[config.mk]
export PLATFORM = sky130hd
export DESIGN_NAME = busCycleCtl
export DESIGN_NICKNAME = d
export VERILOG_FILES = /design/src/rtl/busCtlPkg.sv /design/src/rtl/busCtlSeq.sv /design/src/rtl/busCtlOut.sv /design/src/rtl/busCycleCtl.sv
export SDC_FILE = /design/constraint.sdc
export NUM_CORES = 1
export LEC_CHECK = 0
export BUFFER_PORTS_ARGS = -buffer_cell sky130_fd_sc_hd__clkbuf_2
export CAP_MARGIN = 20
export CORE_AREA = 5 5 42 44
export DETAILED_ROUTE_END_ITERATION = 8
export DIE_AREA = 0 0 47 49
export PLACE_DENSITY = 0.63
export SYNTH_ARGS = -nofsm -noshare
export SYNTH_HDL_FRONTEND = slang
export SYNTH_SLANG_ARGS = --single-unit
[constraint.sdc]
create_clock -name clk -period 3.6 [get_ports clk]
set_clock_uncertainty 0.05 [all_clocks]
set_input_delay 0.54 -clock clk [delete_from_list [all_inputs] [get_ports clk]]
set_output_delay 0.54 -clock clk [all_outputs]
set_load 0.005 [all_outputs]
[src/rtl/busCtlPkg.sv]
package busCtlPkg;
  localparam int STATUS_W = 2;
  localparam logic [STATUS_W-1:0] CODE_IDLE  = 2'b11;
  localparam logic [STATUS_W-1:0] CODE_READ  = 2'b10;
  localparam logic [STATUS_W-1:0] CODE_WRITE = 2'b01;

  typedef enum logic [1:0] {
    PH_IDLE   = 2'd0,
    PH_STATUS = 2'd1,
    PH_CMD    = 2'd2
  } phaseT;

  // strobes from the sequencer to the output decode
  typedef struct packed {
    logic inStatus;
    logic inCmd;
    logic cmdLive;
    logic isWrite;
    logic isMem;
  } ctlStrobesT;
endpackage

[src/rtl/busCtlSeq.sv]
module busCtlSeq
  import busCtlPkg::*;
(
  input  logic                clk,
  input  logic                rstN,
  input  logic [STATUS_W-1:0] statusN,
  input  logic                memIoSel,
  input  logic                readyN,
  input  logic                sysMode,
  input  logic                cmdDelay,
  output ctlStrobesT          strobes
);
  phaseT phase, phaseNxt;
  logic  isWrite, isMem, cmdLive;
  logic  isWriteNxt, isMemNxt, cmdLiveNxt;
  logic  reqValid, holdOff, cycleEnd;

  assign reqValid = (statusN == CODE_READ) || (statusN == CODE_WRITE);
  assign holdOff  = sysMode && cmdDelay;
  assign cycleEnd = (phase == PH_CMD) && !readyN;

  always_comb begin
    phaseNxt   = phase;
    isWriteNxt = isWrite;
    isMemNxt   = isMem;
    cmdLiveNxt = cmdLive;
    unique case (phase)
      PH_IDLE: begin
        cmdLiveNxt = 1'b0;
        if (reqValid) begin
          phaseNxt   = PH_STATUS;
          isWriteNxt = (statusN == CODE_WRITE);
          isMemNxt   = memIoSel;
        end
      end
      PH_STATUS: begin
        phaseNxt   = PH_CMD;
        cmdLiveNxt = !holdOff;
      end
      PH_CMD: begin
        if (cycleEnd) begin
          cmdLiveNxt = 1'b0;
          if (reqValid) begin
            phaseNxt   = PH_STATUS;
            isWriteNxt = (statusN == CODE_WRITE);
            isMemNxt   = memIoSel;
          end else begin
            phaseNxt = PH_IDLE;
          end
        end else if (!cmdLive && !holdOff) begin
          cmdLiveNxt = 1'b1;
        end
      end
      default: phaseNxt = PH_IDLE;
    endcase
  end

  always_ff @(posedge clk or negedge rstN) begin
    if (!rstN) begin
      phase   <= PH_IDLE;
      isWrite <= 1'b0;
      isMem   <= 1'b0;
      cmdLive <= 1'b0;
    end else begin
      phase   <= phaseNxt;
      isWrite <= isWriteNxt;
      isMem   <= isMemNxt;
      cmdLive <= cmdLiveNxt;
    end
  end

  assign strobes.inStatus = (phase == PH_STATUS);
  assign strobes.inCmd    = (phase == PH_CMD);
  assign strobes.cmdLive  = cmdLive;
  assign strobes.isWrite  = isWrite;
  assign strobes.isMem    = isMem;
endmodule

[src/rtl/busCtlOut.sv]
module busCtlOut
  import busCtlPkg::*;
#(
  parameter int N_CMD = 4
)(
  input  ctlStrobesT       strobes,
  input  logic             sysMode,
  input  logic             addrEnN,
  output logic             ale,
  output logic [N_CMD-1:0] cmdN,
  output logic             den,
  output logic             dtR
);
  localparam int IDX_MEM_RD = 0;
  localparam int IDX_MEM_WR = 1;
  localparam int IDX_IO_RD  = 2;
  localparam int IDX_IO_WR  = 3;

  logic cmdOn;
  logic [N_CMD-1:0] sel;
  logic earlyWrite;

  assign cmdOn = strobes.inCmd && strobes.cmdLive && (!sysMode || !addrEnN);

  always_comb begin
    sel = '0;
    sel[IDX_MEM_RD] =  strobes.isMem && !strobes.isWrite;
    sel[IDX_MEM_WR] =  strobes.isMem &&  strobes.isWrite;
    sel[IDX_IO_RD]  = !strobes.isMem && !strobes.isWrite;
    sel[IDX_IO_WR]  = !strobes.isMem &&  strobes.isWrite;
  end

  for (genvar i = 0; i < N_CMD; i++) begin : g_cmd
    assign cmdN[i] = !(cmdOn && sel[i]);
  end

  // fast timing turns write data on already in the status state
  assign earlyWrite = strobes.isWrite && strobes.inStatus && !sysMode;

  assign ale = strobes.inStatus;
  assign den = strobes.inCmd || earlyWrite;
  assign dtR = (strobes.isWrite && strobes.inCmd) || earlyWrite;
endmodule

[src/rtl/busCycleCtl.sv]
module busCycleCtl
  import busCtlPkg::*;
(
  input  logic       clk,
  input  logic       rstN,
  input  logic [1:0] statusN,
  input  logic       memIoSel,
  input  logic       readyN,
  input  logic       sysMode,
  input  logic       cmdDelay,
  input  logic       addrEnN,
  output logic       ale,
  output logic       memRdN,
  output logic       memWrN,
  output logic       ioRdN,
  output logic       ioWrN,
  output logic       den,
  output logic       dtR
);
  localparam int N_CMD = 4;
  ctlStrobesT       strobes;
  logic [N_CMD-1:0] cmdN;

  busCtlSeq u_seq (
    .clk(clk), .rstN(rstN), .statusN(statusN), .memIoSel(memIoSel),
    .readyN(readyN), .sysMode(sysMode), .cmdDelay(cmdDelay),
    .strobes(strobes)
  );

  busCtlOut #(.N_CMD(N_CMD)) u_out (
    .strobes(strobes), .sysMode(sysMode), .addrEnN(addrEnN),
    .ale(ale), .cmdN(cmdN), .den(den), .dtR(dtR)
  );

  assign memRdN = cmdN[0];
  assign memWrN = cmdN[1];
  assign ioRdN  = cmdN[2];
  assign ioWrN  = cmdN[3];
endmodule

### Word level (Yosys, flattened, before mapping)

Cells that the tools add are included.

| storage, ports and cells | value |
|---|---|
| register bits | 5 |
| input bits | 9 |
| output and inout port bits | 7 |
| word-level logic and storage cells | 61 |

| operators by class | value |
|---|---|
| equal/unequal tests | 7 |
| muxes and demuxes | 13 |
| reductions and logical operators | 37 |

Operators by type and width:

| operator | count |
|---|---|
| 1-bit logical AND | 16 |
| 1-bit logical NOT | 11 |
| 1-bit 2-to-1 mux | 7 |
| 2-bit case mux with 3 select lines | 1 |
| 2-bit AND reduction | 3 |
| 2-bit by 1-bit equality test with 1-bit output (second input constant) | 2 |
| 2-bit equality test (second input constant) | 2 |
| 1-bit logical OR | 4 |
| 2-bit 2-to-1 mux | 2 |
| 1-bit case mux with 2 select lines | 2 |
| 3-bit inequality test (second input constant) | 1 |
| 1-bit case mux with 3 select lines | 1 |
| 3-bit nonzero test | 1 |
| 2-bit logical NOT | 1 |
| 2-bit by 1-bit inequality test with 1-bit output (second input constant) | 1 |
| 2-bit inequality test (second input constant) | 1 |
| 2-bit nonzero test | 1 |

### Depth between registers and ports, before layout

| depth | value |
|---|---|
| word-level depth | 6 |
| mapped depth | 5 |
| mapped depth without buffers | 5 |

### Hierarchy

From an unflattened synthesis, not the netlist that was laid out.

| unflattened totals | value |
|---|---|
| cell total of the unflattened synthesis | 44 |
| area total of the unflattened synthesis | 432.9 µm² |

By module, submodules not included:

| module | times used | cells each | area an instance (µm²) | sequential area each (µm²) |
|---|---|---|---|---|
| busCtlSeq | 1 | 33 | 359.1 | 125.1 |
| busCtlOut | 1 | 11 | 73.8 | 0.0 |

### Worst setup path after synthesis

OpenSTA, ideal clock, no wires.

| timing | value |
|---|---|
| kind | register to output |
| start | register u_seq.phase[0] |
| end | output ioRdN |
| data arrival time | 1.322 ns |
| required time | 3.010 ns |
| path slack | 1.688 ns |
| cell stages (with the launch flop) | 6 |
| buffers on the path | 0 |
| cell sequence | dfrtp_1 > inv_1 > ha_1 > nand2_1 > a21oi_2 > or3b_1 |

| on the way | value |
|---|---|
| cells in the longest elaborated chain, start to end | 5 |

RTL lines:

| item | line | source |
|---|---|---|
| start: declaration | busCtlSeq.sv:13 | `phaseT phase, phaseNxt;` |
| start signal: assignment | busCtlSeq.sv:65 | `phase <= phaseNxt;` |
| 2-bit equality test | busCtlSeq.sv:73 | `assign strobes.inCmd = (phase == PH_CMD);` |
| 1-bit logical AND (2 in a row) | busCtlOut.sv:23 | `assign cmdOn = strobes.inCmd && strobes.cmdLive && (!sysMode \|\| !addrEnN);` |
| 1-bit logical AND | busCtlOut.sv:34 | `assign cmdN[i] = !(cmdOn && sel[i]);` |
| 1-bit logical NOT | busCtlOut.sv:34 |  |
| end: declaration | busCycleCtl.sv:15 | `output logic ioRdN,` |

No other way between the ends.

### Final worst setup path

Same ends and word-level chain as after synthesis.

==> results.toml <==
[setup_path]
cp_data_arrival_time_ns = 1.80
cp-start-kind = "flip-flop"
worstPathMaxFanout = 6
crit_path_end_kind = "primary output"
cp.required_ns = 3.01
critical_path_class = "flip-flop to primary output"

[sta]
setup_viol = 0
tns_ns = 0
max_freq_ghz = 0.4191
tightestPinTransition_ns = 0.2071
layout_min_cycle_time_ns = 2.386
final_max_slew_viol_count = 0
relSlewSlack_pct = 86.08
finalCritPeriodShare_pct = 66.28
setup_ws_ns = 1.214
grt_setup_unrepaired = "no"
hold_viol = 0

[clock_tree]
cts.sinks = 5
cts_tree = "done"
insertion_delay_ns = 0.24
postCtsHoldBufs = 0
clock_path_buffers = 2
cts_resized = 0
post_cts_buffers = 0
cts_max_level = 1
cts_buffers = 3
cts.clk_slew.worst_paths_ns = 0.04
cts-root-buf = "clkbuf_4"

[logic_synthesis]
synth_cell_types = 23
synth_largest_area_cell = "dfrtp_1"
synth.area.top_cells = "dfrtp_1 (29%), ha_1 (21%), mux2_2 (5.3%)"
yosys-top-cells-count = "ha_1 (7), dfrtp_1 (5), inv_1 (5)"
yosysSeqAreaShare_pct = 29.41
synthCells = 44
async_reset_ff_share_pct = 100.0
ys.flop_type = "dfrtp_1"
ys_ff_latch = 5
synth_edf_count = 0
yosys_warnings = 0
synth_area_um2 = 425.4
synthMostInstantiatedCell = "ha_1"
synth_top_cell_area_share_pct = 29.41
syn_nets = 60
avgSynthCellArea_um2 = 9.668

[pwr]
swShare_pct = 39.07
seqPwrFrac_pct = 30.3
power.leakage_nw = 0.2837
pwr-share-comb_pct = 51.9
ir_drop_mv = 0.2514
p_int_w = 0.0002205
p_clk_share_pct = 17.8
p_switching_w = 0.0001414
p_per_area_nw_per_um2 = 661.8
power.total_w = 0.0003619

[cells_and_area]
fillers = 155
nNetsFinal = 80
drive_above_1_share_pct = 34.92
area.growth.synth_to_final_pct = 28.53
antenna_cells = 0
fin_util_pct = 39.02

[placement]
dp_hpwl_um = 739.6
pre_cts_slack_ns = 1.476
portBuffers = 15
gp_congestion = 0.7564

[routing]
first_iter_violations = 3
viasPerCell = 4.747
drt-total-wl_um = 873
wire_per_inst_um = 11.05
drc = 0
drt_first_pass_iters = 2
num_vias = 375
antenna_left = 0

[floorplanning]
num_rows = 14
start_util_pct = 30.36
io-pin-count = 16
dieArea_um2 = 2303
die_x_um = 47
core_area_um2 = 1401
die_y_um = 49

[global_routing]
grt_max_degree = 8
grt_pass1_vias = 373
overflow = 0
grt_pass1_wl_um = 1587
track_usage_pct = 9.668
antenna_found_initial = 0

[min_path]
hp-class = "input pin to asynchronous set/reset pin"

[job]
maxCapViolCount = 0

[outcome]
status = "completed"
==> registers in the layout, indices dropped and copies added, names as in the netlist <==
register       count
u_seq.cmdLive      1
u_seq.isMem        1
u_seq.isWrite      1
u_seq.phase        2
==> power groups by stage <==
stage	sequential [W]	clock, W	combinational, W
final	0.000110	0.0000646	0.000188
after global routing	0.000114	0.0000735	0.000217
after CTS	0.000110	0.0000694	0.000191
after detailed placement	0.000111	0	0.000189
after global placement	0.000110	0	0.000188
after floorplan	0.000104	0	0.000142
==> cell type report <==
cell class | instances | area, µm² | area share (%)
inverters | 5 | 18.77 | 3.432
well taps | 16 | 20.02 | 3.661
clock buffers | 4 | 26.28 | 4.805
multi-input cells | 34 | 281.5 | 51.49
repair buffers | 15 | 75.07 | 13.73
flip-flops and latches | 5 | 125.1 | 22.88
==> kinds of logic after synthesis <==
family                   after synthesis  share of synthesized area [%]
multiplexers                           4                          10.29
buffers and inverters                  5                          4.412
AND/OR/NAND/NOR                       12                          17.35
adder cells (fa/ha/maj)                7                          20.59
AO/OA/AOI/OAI                         11                          17.94
flip-flops                             5                          29.41
==> stage by stage <==
step / cell area [µm²] / instances / hold slack, ns
finish: 546.8 / 79 / 0.06611
global route: 546.8 / 79 / 0.05955
CTS: 546.8 / 79 / 0.05820
detailed placement: 520.5 / 75 / 0.3212
global placement: 520.5 / 75 / 0.3190
floorplan: 425.4 / 44 / 0.1944
==> worst max-delay path: stages (launching register included) <==
cell,delay (ns)
dfrtp_1,0.40
inv_1,0.14
ha_1,0.28
nand2_1,0.10
a21oi_2,0.16
or3b_1,0.36
clkbuf_2,0.12
==> worst paths after layout <==
| path | cells past startpoint | slack, ns | startpoint | end |
|---|---|---|---|---|
| min in group clk | 2 | 0.47 | memIoSel | u_seq.isMem$_DFFE_PN0P_ |
| min | 1 | 0.07 | rstN | u_seq.phase[0]$_DFFE_PN0P_ |
| max | 6 | 1.21 | u_seq.phase[0]$_DFFE_PN0P_ | ioRdN |
| min reg2reg | 2 | 0.49 | u_seq.phase[0]$_DFFE_PN0P_ | u_seq.phase[0]$_DFFE_PN0P_ |
| max reg2reg | 5 | 1.95 | u_seq.phase[0]$_DFFE_PN0P_ | u_seq.isWrite$_DFFE_PN0P_ |
| max in group asynchronous | 1 | 3.29 | rstN | u_seq.isWrite$_DFFE_PN0P_ |
==> cells in the final DEF, fill, tap and decap left out, types with 2 or more instances in the layout <==
cell type / n
a21o_1: 2
clkbuf_2: 15
nand2_1: 2
a21oi_1: 2
nand3b_1: 2
inv_1: 5
nand2b_1: 3
clkbuf_4: 3
dfrtp_1: 5
ha_1: 7
mux2_2: 2
==> per-layer routing <==
metal	vias to the layer above	GRT usage (%)	wire [µm]	part of all wire [%]
met5	-	0	0	0
met4	0	5.530	4	0.46
met3	2	4.059	64	7.3
met2	7	12.44	403	46
met1	170	13.05	400	46
li1	196	-	-	-
No activity file was read; power rests on OpenSTA's default activity.
